File: src/rtl/memblk_pkg.sv
package memblk_pkg;
  typedef enum logic [1:0] {
    ST_IDLE  = 2'd0,
    ST_READ  = 2'd1,
    ST_WRITE = 2'd2,
    ST_DONE  = 2'd3
  } seq_state_t;
endpackage

File: src/rtl/memblk_ptr.sv
// One address pointer: loadable, steps by one up or down.
module memblk_ptr #(
  parameter int W = 16
) (
  input  logic         clk,
  input  logic         rst_n,
  input  logic         load_en,
  input  logic [W-1:0] load_val,
  input  logic         step_en,
  input  logic         step_down,
  output logic [W-1:0] q
);
  logic [W-1:0] q_next;

  always_comb begin
    q_next = q;
    if (load_en)
      q_next = load_val;
    else if (step_en)
      q_next = step_down ? (q - W'(1)) : (q + W'(1));
  end

  always_ff @(posedge clk or negedge rst_n) begin
    if (!rst_n)
      q <= '0;
    else if (load_en || step_en)
      q <= q_next;
  end
endmodule

File: src/rtl/memblk_cnt.sv
// Iteration counter; flags when the next decrement reaches zero.
module memblk_cnt #(
  parameter int W = 16
) (
  input  logic         clk,
  input  logic         rst_n,
  input  logic         load_en,
  input  logic [W-1:0] load_val,
  input  logic         dec_en,
  output logic [W-1:0] q,
  output logic         hits_zero
);
  logic [W-1:0] q_next;
  logic [W-1:0] q_minus;

  assign q_minus   = q - W'(1);
  assign hits_zero = (q_minus == '0);

  always_comb begin
    q_next = q;
    if (load_en)
      q_next = load_val;
    else if (dec_en)
      q_next = q_minus;
  end

  always_ff @(posedge clk or negedge rst_n) begin
    if (!rst_n)
      q <= '0;
    else if (load_en || dec_en)
      q <= q_next;
  end
endmodule

File: src/rtl/memblk_ctrl.sv
// Sequencer: holds the operation mode and steps through read/write phases.
module memblk_ctrl
  import memblk_pkg::*;
(
  input  logic clk,
  input  logic rst_n,
  input  logic cmd_valid,
  input  logic cmd_search,
  input  logic cmd_down,
  input  logic cmd_repeat,
  input  logic mem_ready,
  input  logic byte_match,
  input  logic cnt_hits_zero,
  output logic accept,
  output logic op_search,
  output logic op_down,
  output logic rd_xfer,
  output logic wr_xfer,
  output logic iter_end,
  output logic in_write,
  output logic busy,
  output logic done
);
  seq_state_t state_q, state_d;
  logic       search_q, down_q, rep_q;
  logic       finish;

  assign accept    = cmd_valid && (state_q == ST_IDLE);
  assign op_search = search_q;
  assign op_down   = down_q;
  assign in_write  = (state_q == ST_WRITE);
  assign busy      = (state_q == ST_READ) || (state_q == ST_WRITE);
  assign done      = (state_q == ST_DONE);
  assign rd_xfer   = (state_q == ST_READ) && mem_ready;
  assign wr_xfer   = (state_q == ST_WRITE) && mem_ready;
  assign iter_end  = (rd_xfer && search_q) || wr_xfer;

  // stop rule: single step, counter exhausted, or a search hit
  always_comb begin
    finish = !rep_q || cnt_hits_zero;
    if (search_q && byte_match)
      finish = 1'b1;
  end

  always_comb begin
    state_d = state_q;
    unique case (state_q)
      ST_IDLE:  if (accept) state_d = ST_READ;
      ST_READ: begin
        if (rd_xfer) begin
          if (!search_q)
            state_d = ST_WRITE;
          else if (finish)
            state_d = ST_DONE;
        end
      end
      ST_WRITE: begin
        if (wr_xfer)
          state_d = finish ? ST_DONE : ST_READ;
      end
      ST_DONE:  state_d = ST_IDLE;
      default:  state_d = ST_IDLE;
    endcase
  end

  always_ff @(posedge clk or negedge rst_n) begin
    if (!rst_n)
      state_q <= ST_IDLE;
    else
      state_q <= state_d;
  end

  always_ff @(posedge clk or negedge rst_n) begin
    if (!rst_n) begin
      search_q <= 1'b0;
      down_q   <= 1'b0;
      rep_q    <= 1'b0;
    end else if (accept) begin
      search_q <= cmd_search;
      down_q   <= cmd_down;
      rep_q    <= cmd_repeat;
    end
  end
endmodule

File: src/rtl/memblk_seq.sv
// Top: block copy / compare-search engine over one synchronous memory port.
module memblk_seq #(
  parameter int AW = 16,
  parameter int DW = 8,
  parameter int CW = 16
) (
  input  logic          clk,
  input  logic          rst_n,
  input  logic          cmd_valid,
  input  logic          cmd_search,
  input  logic          cmd_down,
  input  logic          cmd_repeat,
  input  logic [DW-1:0] cmd_key,
  input  logic [AW-1:0] cmd_src,
  input  logic [AW-1:0] cmd_dst,
  input  logic [CW-1:0] cmd_count,
  output logic          busy,
  output logic          done,
  output logic          mem_req,
  output logic          mem_we,
  output logic [AW-1:0] mem_addr,
  output logic [DW-1:0] mem_wdata,
  input  logic [DW-1:0] mem_rdata,
  input  logic          mem_ready,
  output logic [AW-1:0] res_src,
  output logic [AW-1:0] res_dst,
  output logic [CW-1:0] res_count,
  output logic          flag_pv,
  output logic          flag_z
);
  localparam int NPTR = 2;  // 0 = source, 1 = destination

  logic          accept, op_search, op_down;
  logic          rd_xfer, wr_xfer, iter_end, in_write;
  logic          byte_match, cnt_hits_zero;
  logic [DW-1:0] key_q, data_q, data_d;
  logic          pv_d, z_d;

  logic [AW-1:0] ptr_load [NPTR];
  logic          ptr_step [NPTR];
  logic [AW-1:0] ptr_q    [NPTR];

  assign byte_match = (mem_rdata == key_q);

  memblk_ctrl u_ctrl (
    .clk           (clk),
    .rst_n         (rst_n),
    .cmd_valid     (cmd_valid),
    .cmd_search    (cmd_search),
    .cmd_down      (cmd_down),
    .cmd_repeat    (cmd_repeat),
    .mem_ready     (mem_ready),
    .byte_match    (byte_match),
    .cnt_hits_zero (cnt_hits_zero),
    .accept        (accept),
    .op_search     (op_search),
    .op_down       (op_down),
    .rd_xfer       (rd_xfer),
    .wr_xfer       (wr_xfer),
    .iter_end      (iter_end),
    .in_write      (in_write),
    .busy          (busy),
    .done          (done)
  );

  // source steps at every iteration end; destination only on a copy write
  assign ptr_load[0] = cmd_src;
  assign ptr_load[1] = cmd_dst;
  assign ptr_step[0] = iter_end;
  assign ptr_step[1] = wr_xfer;

  for (genvar g = 0; g < NPTR; g++) begin : g_ptr
    memblk_ptr #(.W(AW)) u_ptr (
      .clk       (clk),
      .rst_n     (rst_n),
      .load_en   (accept),
      .load_val  (ptr_load[g]),
      .step_en   (ptr_step[g]),
      .step_down (op_down),
      .q         (ptr_q[g])
    );
  end

  memblk_cnt #(.W(CW)) u_cnt (
    .clk       (clk),
    .rst_n     (rst_n),
    .load_en   (accept),
    .load_val  (cmd_count),
    .dec_en    (iter_end),
    .q         (res_count),
    .hits_zero (cnt_hits_zero)
  );

  assign res_src = ptr_q[0];
  assign res_dst = ptr_q[1];

  // memory port
  assign mem_req   = busy;
  assign mem_we    = in_write;
  assign mem_addr  = in_write ? ptr_q[1] : ptr_q[0];
  assign mem_wdata = data_q;

  // key and copy data holding registers
  assign data_d = mem_rdata;

  always_ff @(posedge clk or negedge rst_n) begin
    if (!rst_n)
      key_q <= '0;
    else if (accept)
      key_q <= cmd_key;
  end

  always_ff @(posedge clk or negedge rst_n) begin
    if (!rst_n)
      data_q <= '0;
    else if (rd_xfer && !op_search)
      data_q <= data_d;
  end

  // flags, updated at the end of every iteration
  always_comb begin
    pv_d = !cnt_hits_zero;
    z_d  = op_search && byte_match;
  end

  always_ff @(posedge clk or negedge rst_n) begin
    if (!rst_n) begin
      flag_pv <= 1'b0;
      flag_z  <= 1'b0;
    end else if (iter_end) begin
      flag_pv <= pv_d;
      flag_z  <= z_d;
    end
  end
endmodule

File: config.mk
export PLATFORM = sky130hd
export DESIGN_NAME = memblk_seq
export DESIGN_NICKNAME = d
export VERILOG_FILES = /design/src/rtl/memblk_pkg.sv /design/src/rtl/memblk_ptr.sv /design/src/rtl/memblk_cnt.sv /design/src/rtl/memblk_ctrl.sv /design/src/rtl/memblk_seq.sv
export SDC_FILE = /design/constraint.sdc
export NUM_CORES = 1
export LEC_CHECK = 0
export ABC_CLOCK_PERIOD_IN_PS = 6800
export BUFFER_PORTS_ARGS = -buffer_cell sky130_fd_sc_hd__buf_2
export CORE_MARGIN = 8
export CORE_UTILIZATION = 55
export CTS_CLUSTER_DIAMETER = 40
export CTS_CLUSTER_SIZE = 25
export DETAILED_ROUTE_END_ITERATION = 16
export GPL_TIMING_DRIVEN = 0
export PLACE_DENSITY = 0.93
export SLEW_MARGIN = 20
export SYNTH_ARGS = -nofsm -noshare
export SYNTH_HDL_FRONTEND = slang
export SYNTH_SLANG_ARGS = --single-unit
export TNS_END_PERCENT = 1
File: constraint.sdc
create_clock -name clk -period 6.8 [get_ports clk]
set_clock_uncertainty 0.05 [all_clocks]
set_input_delay 0.68 -clock clk [delete_from_list [all_inputs] [get_ports clk]]
set_output_delay 0.68 -clock clk [all_outputs]
set_load 0.005 [all_outputs]
==> flow_metrics.py, run 1 <==
metrics = {
    "timing": {
        "post-route-period-util": 0.545,
        "hold_violations": 0,
        "setup_viol": 0,
        "fmax_mhz": 270,
        "setup_tns_ns": 0,
        "slew_viol_final": 0,
        "period_minus_slack_ns": 3.71,
        "tightest_slew_ns": 0.724,
        "layout_setup_ws_ns": 3.09,
        "relSlewSlack": 0.513,
        "rsz0062_at_grt": "no",
    },
    "logic_synthesis": {
        "yosys.area.top_type_share": 0.355,
        "yosysTopAreaCell": "dfrtp_1",
        "synthFlopType": "dfrtp_1",
        "synthArstFlopShare": 1.00,
        "synth.distinct_cells": 53,
        "syn_area_um2": 5010,
        "synthSimpleGateAreaFrac": 0.199,
        "avgSynthCellArea_um2": 8.53,
        "ys_ff_latch": 71,
        "syn_inst": 587,
        "syn-num-nets": 695,
        "synth_compound_area_frac": 0.185,
        "synthTopCellsByArea": "dfrtp_1 (35%), ha_1 (8.7%), nand2_1 (6.8%)",
        "synthAdderAreaFrac": 0.0954,
        "synth_top_family_by_area": "simple AND/OR/NAND/NOR gates",
        "synth_edf_count": 0,
        "ys_warn_count": 0,
        "muxShareOfSynthArea": 0.0614,
        "yosys.area_share.xor_xnor": 0.0769,
        "seq_area_frac_synth": 0.355,
    },
    "critical_path": {
        "critical_path.top_delay_family": "buffers and inverters",
        "cpMaxStageDelayCell": "clkbuf_1",
        "max_stage_delay_ns": 0.60,
        "worst-path-buf-inv": 4,
        "critPathMaxFanout": 10,
        "cp-start-kind": "register",
        "cp_cell_sequence": "inv_1 > ha_1 > clkbuf_1 > buf_1 > mux2_2 > buf_2",
        "end_kind": "output port",
        "cp_data_arrival_time_ns": 2.98,
        "timing.critical_path.required_ns": 6.07,
        "critPathKind": "register to output port",
    },
    "global_route": {
        "grt_max_degree": 43,
        "grt.overflow.total": 0,
        "antenna_found_initial": 0,
        "grt_pass1_wl_um": 26800,
        "grt_pass1_vias": 5529,
        "grt_usage": 0.263,
    },
    "power_and_ir_drop": {
        "power.leakage_nw": 2.94,
        "pwr_density_cell_nw_per_um2": 569,
        "power_mw": 3.48,
        "ir_worst_vdd_mv": 0.244,
    },
    "clock_network": {
        "cts_tree": "yes",
        "cts_buffers": 9,
        "clock-root-buffer": "clkbuf_8",
        "cts_sinks": 71,
        "postCtsHoldBufs": 0,
        "post_cts_buffers": 0,
        "cts_resized": 0,
        "h-tree-depth": 3,
        "clk_pin_slew_ns": 0.08,
        "cts_buffer_depth": 2,
        "worstSkewPairLatency_ns": 0.36,
    },
    "drt": {
        "drtIter0Drc": 387,
        "antenna_left": 0,
        "drt-total-wl_um": 16400,
        "via_per_inst": 6.08,
        "wire_per_inst_um": 19.0,
        "first_pass_iters": 5,
        "drc_errors": 0,
        "vias": 5251,
    },
    "final_layout": {
        "fillers": 726,
        "antenna_cells": 0,
        "layout-drive-gt1-share": 0.257,
        "syn_to_final_growth_pct": 22.0,
        "finish.utilization": 0.677,
        "nNetsFinal": 855,
    },
    "floorplan": {
        "die_area_um2": 12400,
        "core_area_um2": 9020,
        "num_rows": 35,
        "ios": 149,
        "die_x_um": 111,
        "fp.dieH_um": 111,
        "start_util": 0.555,
    },
    "status": {
        "status": "complete, no violations",
    },
    "placed_design": {
        "dp_worst_setup_slack_ns": 3.35,
        "io_buffers": 148,
        "place_congestion": 0.943,
        "hpwlAfterDp_um": 12600,
    },
    "job": {
        "maxCapViolations": 0,
    },
    "worst_hold_path": {
        "hold_class": "input port to asynchronous set/reset pin",
    },
}
[area by class of cell]
cell class | instances | area, um2 | area share
Buffer | 24 | 93.8 | 0.0154
Clock buffer | 11 | 141 | 0.0231
Clock inverter | 5 | 56.3 | 0.00921
Inverter | 12 | 45.0 | 0.00737
Multi-Input combinational cell | 480 | 3090 | 0.506
Sequential cell | 71 | 1780 | 0.291
Tap cell | 111 | 139 | 0.0227
Timing Repair Buffer | 149 | 763 | 0.125
[state kept, by name (all words and copies together), names as in the netlist]
signal,cells
key_q,8
flag_pv,1
g_ptr.u_ptr.q,32
mem_wdata,8
u_ctrl.op_down,1
flag_z,1
u_ctrl.state_q,2
u_ctrl.rep_q,1
u_cnt.q,16
u_ctrl.op_search,1
[synth_stat cells, drive strengths merged (10+ instances only)]
cell type / instances
ha: 35
inv: 12
nor2: 47
dfrtp: 71
xor2: 18
a21oi: 41
nand3: 12
nand2: 91
xnor2: 26
mux2: 22
clkbuf: 20
nor3: 17
o21ai: 56
o21a: 10
[worst paths after layout]
check | start | to | slack (ns) | cells past startpoint
worst max-delay path | u_ctrl.state_q[0] | mem_addr[9] | 3.09 | 6
worst min register to register | flag_pv | flag_pv | 0.43 | 2
worst max register to register | u_ctrl.op_down | g_ptr[1].u_ptr.q[12] | 3.56 | 10
max in group asynchronous | rst_n | g_ptr[1].u_ptr.q[11] | 5.92 | 2
min in group clk | flag_pv | flag_pv | 0.43 | 2
worst min-delay path | rst_n | u_cnt.q[7] | 0.20 | 1
[cell usage in the layout (no fill, tap or decap), drive strengths merged, types with 3 or more instances in the layout]
cell,count
a211oi,4
a21o,8
a21oi,41
a22oi,4
a31oi,8
and2,4
and3,8
buf,153
clkbuf,31
dfrtp,71
ha,35
inv,13
mux2,22
mux2i,6
nand2,91
nand2b,3
nand3,12
nand3b,3
nor2,47
nor2b,8
nor3,17
nor4,8
o21a,10
o21ai,56
o21bai,3
o22ai,5
or3,5
or4,3
xnor2,26
xor2,18
[layer usage]
layer / wire, um / vias up / GRT usage
li1: - / 2409 / -
met1: 6660 / 2527 / 0.309
met2: 7860 / 261 / 0.429
met3: 1260 / 54 / 0.0661
met4: 640 / 0 / 0.146
met5: 0 / - / 0
[stage by stage]
step	instance area (um2)	std cells	hold WS, ns
after floorplan	5010	587	0.334
after global placement	5890	846	0.410
after detailed placement	5910	847	0.422
after CTS	6110	863	0.201
after global routing	6110	863	0.207
final	6110	863	0.203
[kinds of logic after synthesis]
kind of cell,count (synthesis)
XOR/XNOR,44
multiplexers,28
AO/OA/AOI/OAI,155
buffers and inverters,36
adder cells (fa/ha/maj),37
AND/OR/NAND/NOR,216
flip-flops,71
[where the power goes]
group / internal (mW) / switching [mW] / leakage [nW] / total [mW]
logic: 1.00 / 1.22 / 1.97 / 2.22
registers: 0.631 / 0.275 / 0.867 / 0.907
clock network: 0.180 / 0.175 / 0.0997 / 0.355
No activity file was read; power rests on OpenSTA's default activity.
==> inputs of run 2 (changes only) <==
--- a/config.mk
+++ b/config.mk
@@ -5,15 +5,15 @@
 export SDC_FILE = /design/constraint.sdc
 export NUM_CORES = 1
 export LEC_CHECK = 0
-export ABC_CLOCK_PERIOD_IN_PS = 6800
+export ABC_CLOCK_PERIOD_IN_PS = 3040
 export BUFFER_PORTS_ARGS = -buffer_cell sky130_fd_sc_hd__buf_2
 export CORE_MARGIN = 8
-export CORE_UTILIZATION = 55
+export CORE_UTILIZATION = 48
 export CTS_CLUSTER_DIAMETER = 40
 export CTS_CLUSTER_SIZE = 25
 export DETAILED_ROUTE_END_ITERATION = 16
 export GPL_TIMING_DRIVEN = 0
-export PLACE_DENSITY = 0.93
+export PLACE_DENSITY = 0.87
 export SLEW_MARGIN = 20
 export SYNTH_ARGS = -nofsm -noshare
 export SYNTH_HDL_FRONTEND = slang
==> constraint.sdc (replaced) <==
create_clock -name clk -period 3.04 [get_ports clk]
set_clock_uncertainty 0.05 [all_clocks]
set_input_delay 0.304 -clock clk [delete_from_list [all_inputs] [get_ports clk]]
set_output_delay 0.304 -clock clk [all_outputs]
set_load 0.005 [all_outputs]
==> run 2 against run 1 <==
Cell area rose by 1.1%; combinational power rose by 120%; register-to-register slack got worse by 3.5 ns; flip-flop and latch count did not move; setup slack got worse by 3.1 ns; total power rose by 120%; die area rose by 12%; critical path type is now register to register; largest power group unchanged; highest routed layer unchanged.
==> flow_metrics.py, run 2 (same netlist as run 1, synthesis figures left out) <==
metrics = {
    "drt": {
        "drt-total-wl_um": 15500,
        "antenna_left": 0,
        "wire_per_inst_um": 17.4,
        "drtIter0Drc": 485,
        "vias": 5049,
        "drc_errors": 0,
        "via_per_inst": 5.69,
        "first_pass_iters": 5,
    },
    "critical_path": {
        "r2r_cells": 10,
        "r2r_end": "g_ptr[1].u_ptr.q[12]",
        "rrSetupSlack_ns": 0.04,
        "cp-start-kind": "register",
        "critPathMaxFanout": 29,
        "end_kind": "register",
        "max_stage_delay_ns": 0.66,
        "timing.critical_path.required_ns": 3.22,
        "r2r-start": "u_ctrl.op_down",
        "critPathKind": "register to register",
        "cpMaxStageDelayCell": "dfrtp_4",
        "cp_data_arrival_time_ns": 3.18,
        "cp_cell_sequence": "buf_8 > inv_2 > fa_2 > nor2b_1 > o31a_1 > or4_4 > a311o_1 > a21oi_1 > xor2_1 > o21ai_0",
    },
    "timing": {
        "slew_viol_final": 0,
        "layout_setup_ws_ns": 0.0387,
        "relSlewSlack": 0.504,
        "setup_tns_ns": 0,
        "rsz0062_at_grt": "yes",
        "whs_ns": 0.0744,
        "tightest_slew_ns": 0.740,
        "fmax_mhz": 333,
        "post-route-period-util": 0.987,
        "setup_viol": 0,
        "hold_violations": 0,
        "period_minus_slack_ns": 3.00,
    },
    "job": {
        "maxCapViolations": 0,
    },
    "clock_network": {
        "clk_pin_slew_ns": 0.09,
        "cts_tree": "yes",
        "cts_sinks": 71,
        "cts_buffer_depth": 2,
        "cts_buffers": 9,
        "clock-root-buffer": "clkbuf_8",
        "h-tree-depth": 3,
        "worstSkewPairLatency_ns": 0.36,
        "post_cts_buffers": 0,
    },
    "global_route": {
        "grt.overflow.total": 0,
        "grt_pass1_vias": 5054,
        "grt_max_degree": 43,
        "grt_usage": 0.220,
        "grt_pass1_wl_um": 25100,
        "antenna_found_initial": 0,
    },
    "final_layout": {
        "fillers": 922,
        "syn_to_final_growth_pct": 23.3,
        "final_cell_mix": "buf_2 (147), nand2_1 (91), dfrtp_1 (70)",
        "antenna_cells": 0,
        "largest_register_ffs": 32,
        "regMostFlops": "g_ptr.u_ptr.q",
        "layout-drive-gt1-share": 0.265,
        "nNetsFinal": 855,
        "layout_commonest_cell": "buf_2",
        "reg_top3": "g_ptr.u_ptr.q (32), u_cnt.q (16)",
    },
    "placed_design": {
        "dp_worst_setup_slack_ns": -0.370,
        "place_congestion": 0.908,
        "hpwlAfterDp_um": 11800,
        "io_buffers": 148,
    },
    "floorplan": {
        "num_rows": 37,
        "start_util": 0.490,
        "die_area_um2": 14000,
        "fp.dieH_um": 118,
        "ios": 149,
        "core_area_um2": 10200,
        "die_x_um": 118,
    },
    "power_and_ir_drop": {
        "ir_worst_vdd_mv": 0.559,
        "power_mw": 7.70,
        "pwr_density_cell_nw_per_um2": 1250,
        "power.leakage_nw": 2.94,
    },
    "worst_hold_path": {
        "hold_class": "input port to register",
        "min_to": "key_q[3]",
        "hp-start": "cmd_key[3]",
        "holdPathStages": 3,
    },
    "status": {
        "status": "complete, no violations",
    },
}
-- run 2: cell types whose count changed in the layout (fill, tap and decap cells not counted), sizes merged --
| cell | change |
|---|---|
| inv | +1 |
| clkinvlp | +2 |
| clkinv | -1 |
| dlygate4sd3 | +1 |
| clkbuf | -3 |
-- run 2: how the worst max path moves through the flow --
stage / from / end / cells after the start
final: u_ctrl.op_down / g_ptr[1].u_ptr.q[12] / 10
after detailed placement: u_ctrl.op_down / g_ptr[1].u_ptr.q[12] / 10
after global placement: u_ctrl.op_down / g_ptr[1].u_ptr.q[12] / 10
after global routing: u_ctrl.op_down / g_ptr[1].u_ptr.q[12] / 10
after floorplan: u_ctrl.op_down / g_ptr[1].u_ptr.q[12] / 8
after CTS: u_ctrl.state_q[0] / mem_addr[14] / 6
-- run 2: worst max-delay path: cells and delay by family (launching register included) --
family / cells / cell delay (ns)
compound gates: 4 / 0.95
flops: 1 / 0.66
simple gates: 2 / 0.51
buf+inv: 2 / 0.29
fa+ha+maj: 1 / 0.22
xor+xnor: 1 / 0.19
-- run 2: final cells by class --
| class | count | area, um2 | share of cell area |
|---|---|---|---|
| multi-input combinational | 480 | 3100 | 0.502 |
| inverter | 12 | 45.0 | 0.00729 |
| clock buffer | 9 | 124 | 0.0201 |
| clock inverter | 7 | 81.3 | 0.0132 |
| sequential | 71 | 1780 | 0.288 |
| tap | 136 | 170 | 0.0275 |
| timing repair buffer | 150 | 773 | 0.125 |
| buffer | 23 | 103 | 0.0166 |
-- run 2: metal layers --
layer / GRT usage / wire, um / vias up
li1: - / - / 2415
met1: 0.269 / 6550 / 2352
met2: 0.357 / 7220 / 236
met3: 0.0509 / 1170 / 46
met4: 0.113 / 549 / 0
met5: 0 / 0 / -
-- run 2: where the power goes --
group	internal [mW]	switching, mW
logic	2.26	2.61
registers	1.42	0.600
clock network	0.389	0.418
total	4.07	3.63
-- run 2: what timing repair did --
action	in CTS	in global routing
hold buffers	1	0
setup endpoints to repair	22	11
pin swaps	0	0
endpoints found under the hold margin	29	0
gates resized for setup	9	2
-- run 2: metrics by stage --
| step | cell area (um2) | instances | util |
|---|---|---|---|
| floorplan | 5010 | 587 | - |
| finish | 6180 | 888 | 0.604 |
| global route | 6180 | 888 | 0.604 |
| global placement | 5920 | 871 | 0.579 |
| detailed placement | 5940 | 872 | 0.581 |
| CTS | 6180 | 889 | 0.604 |
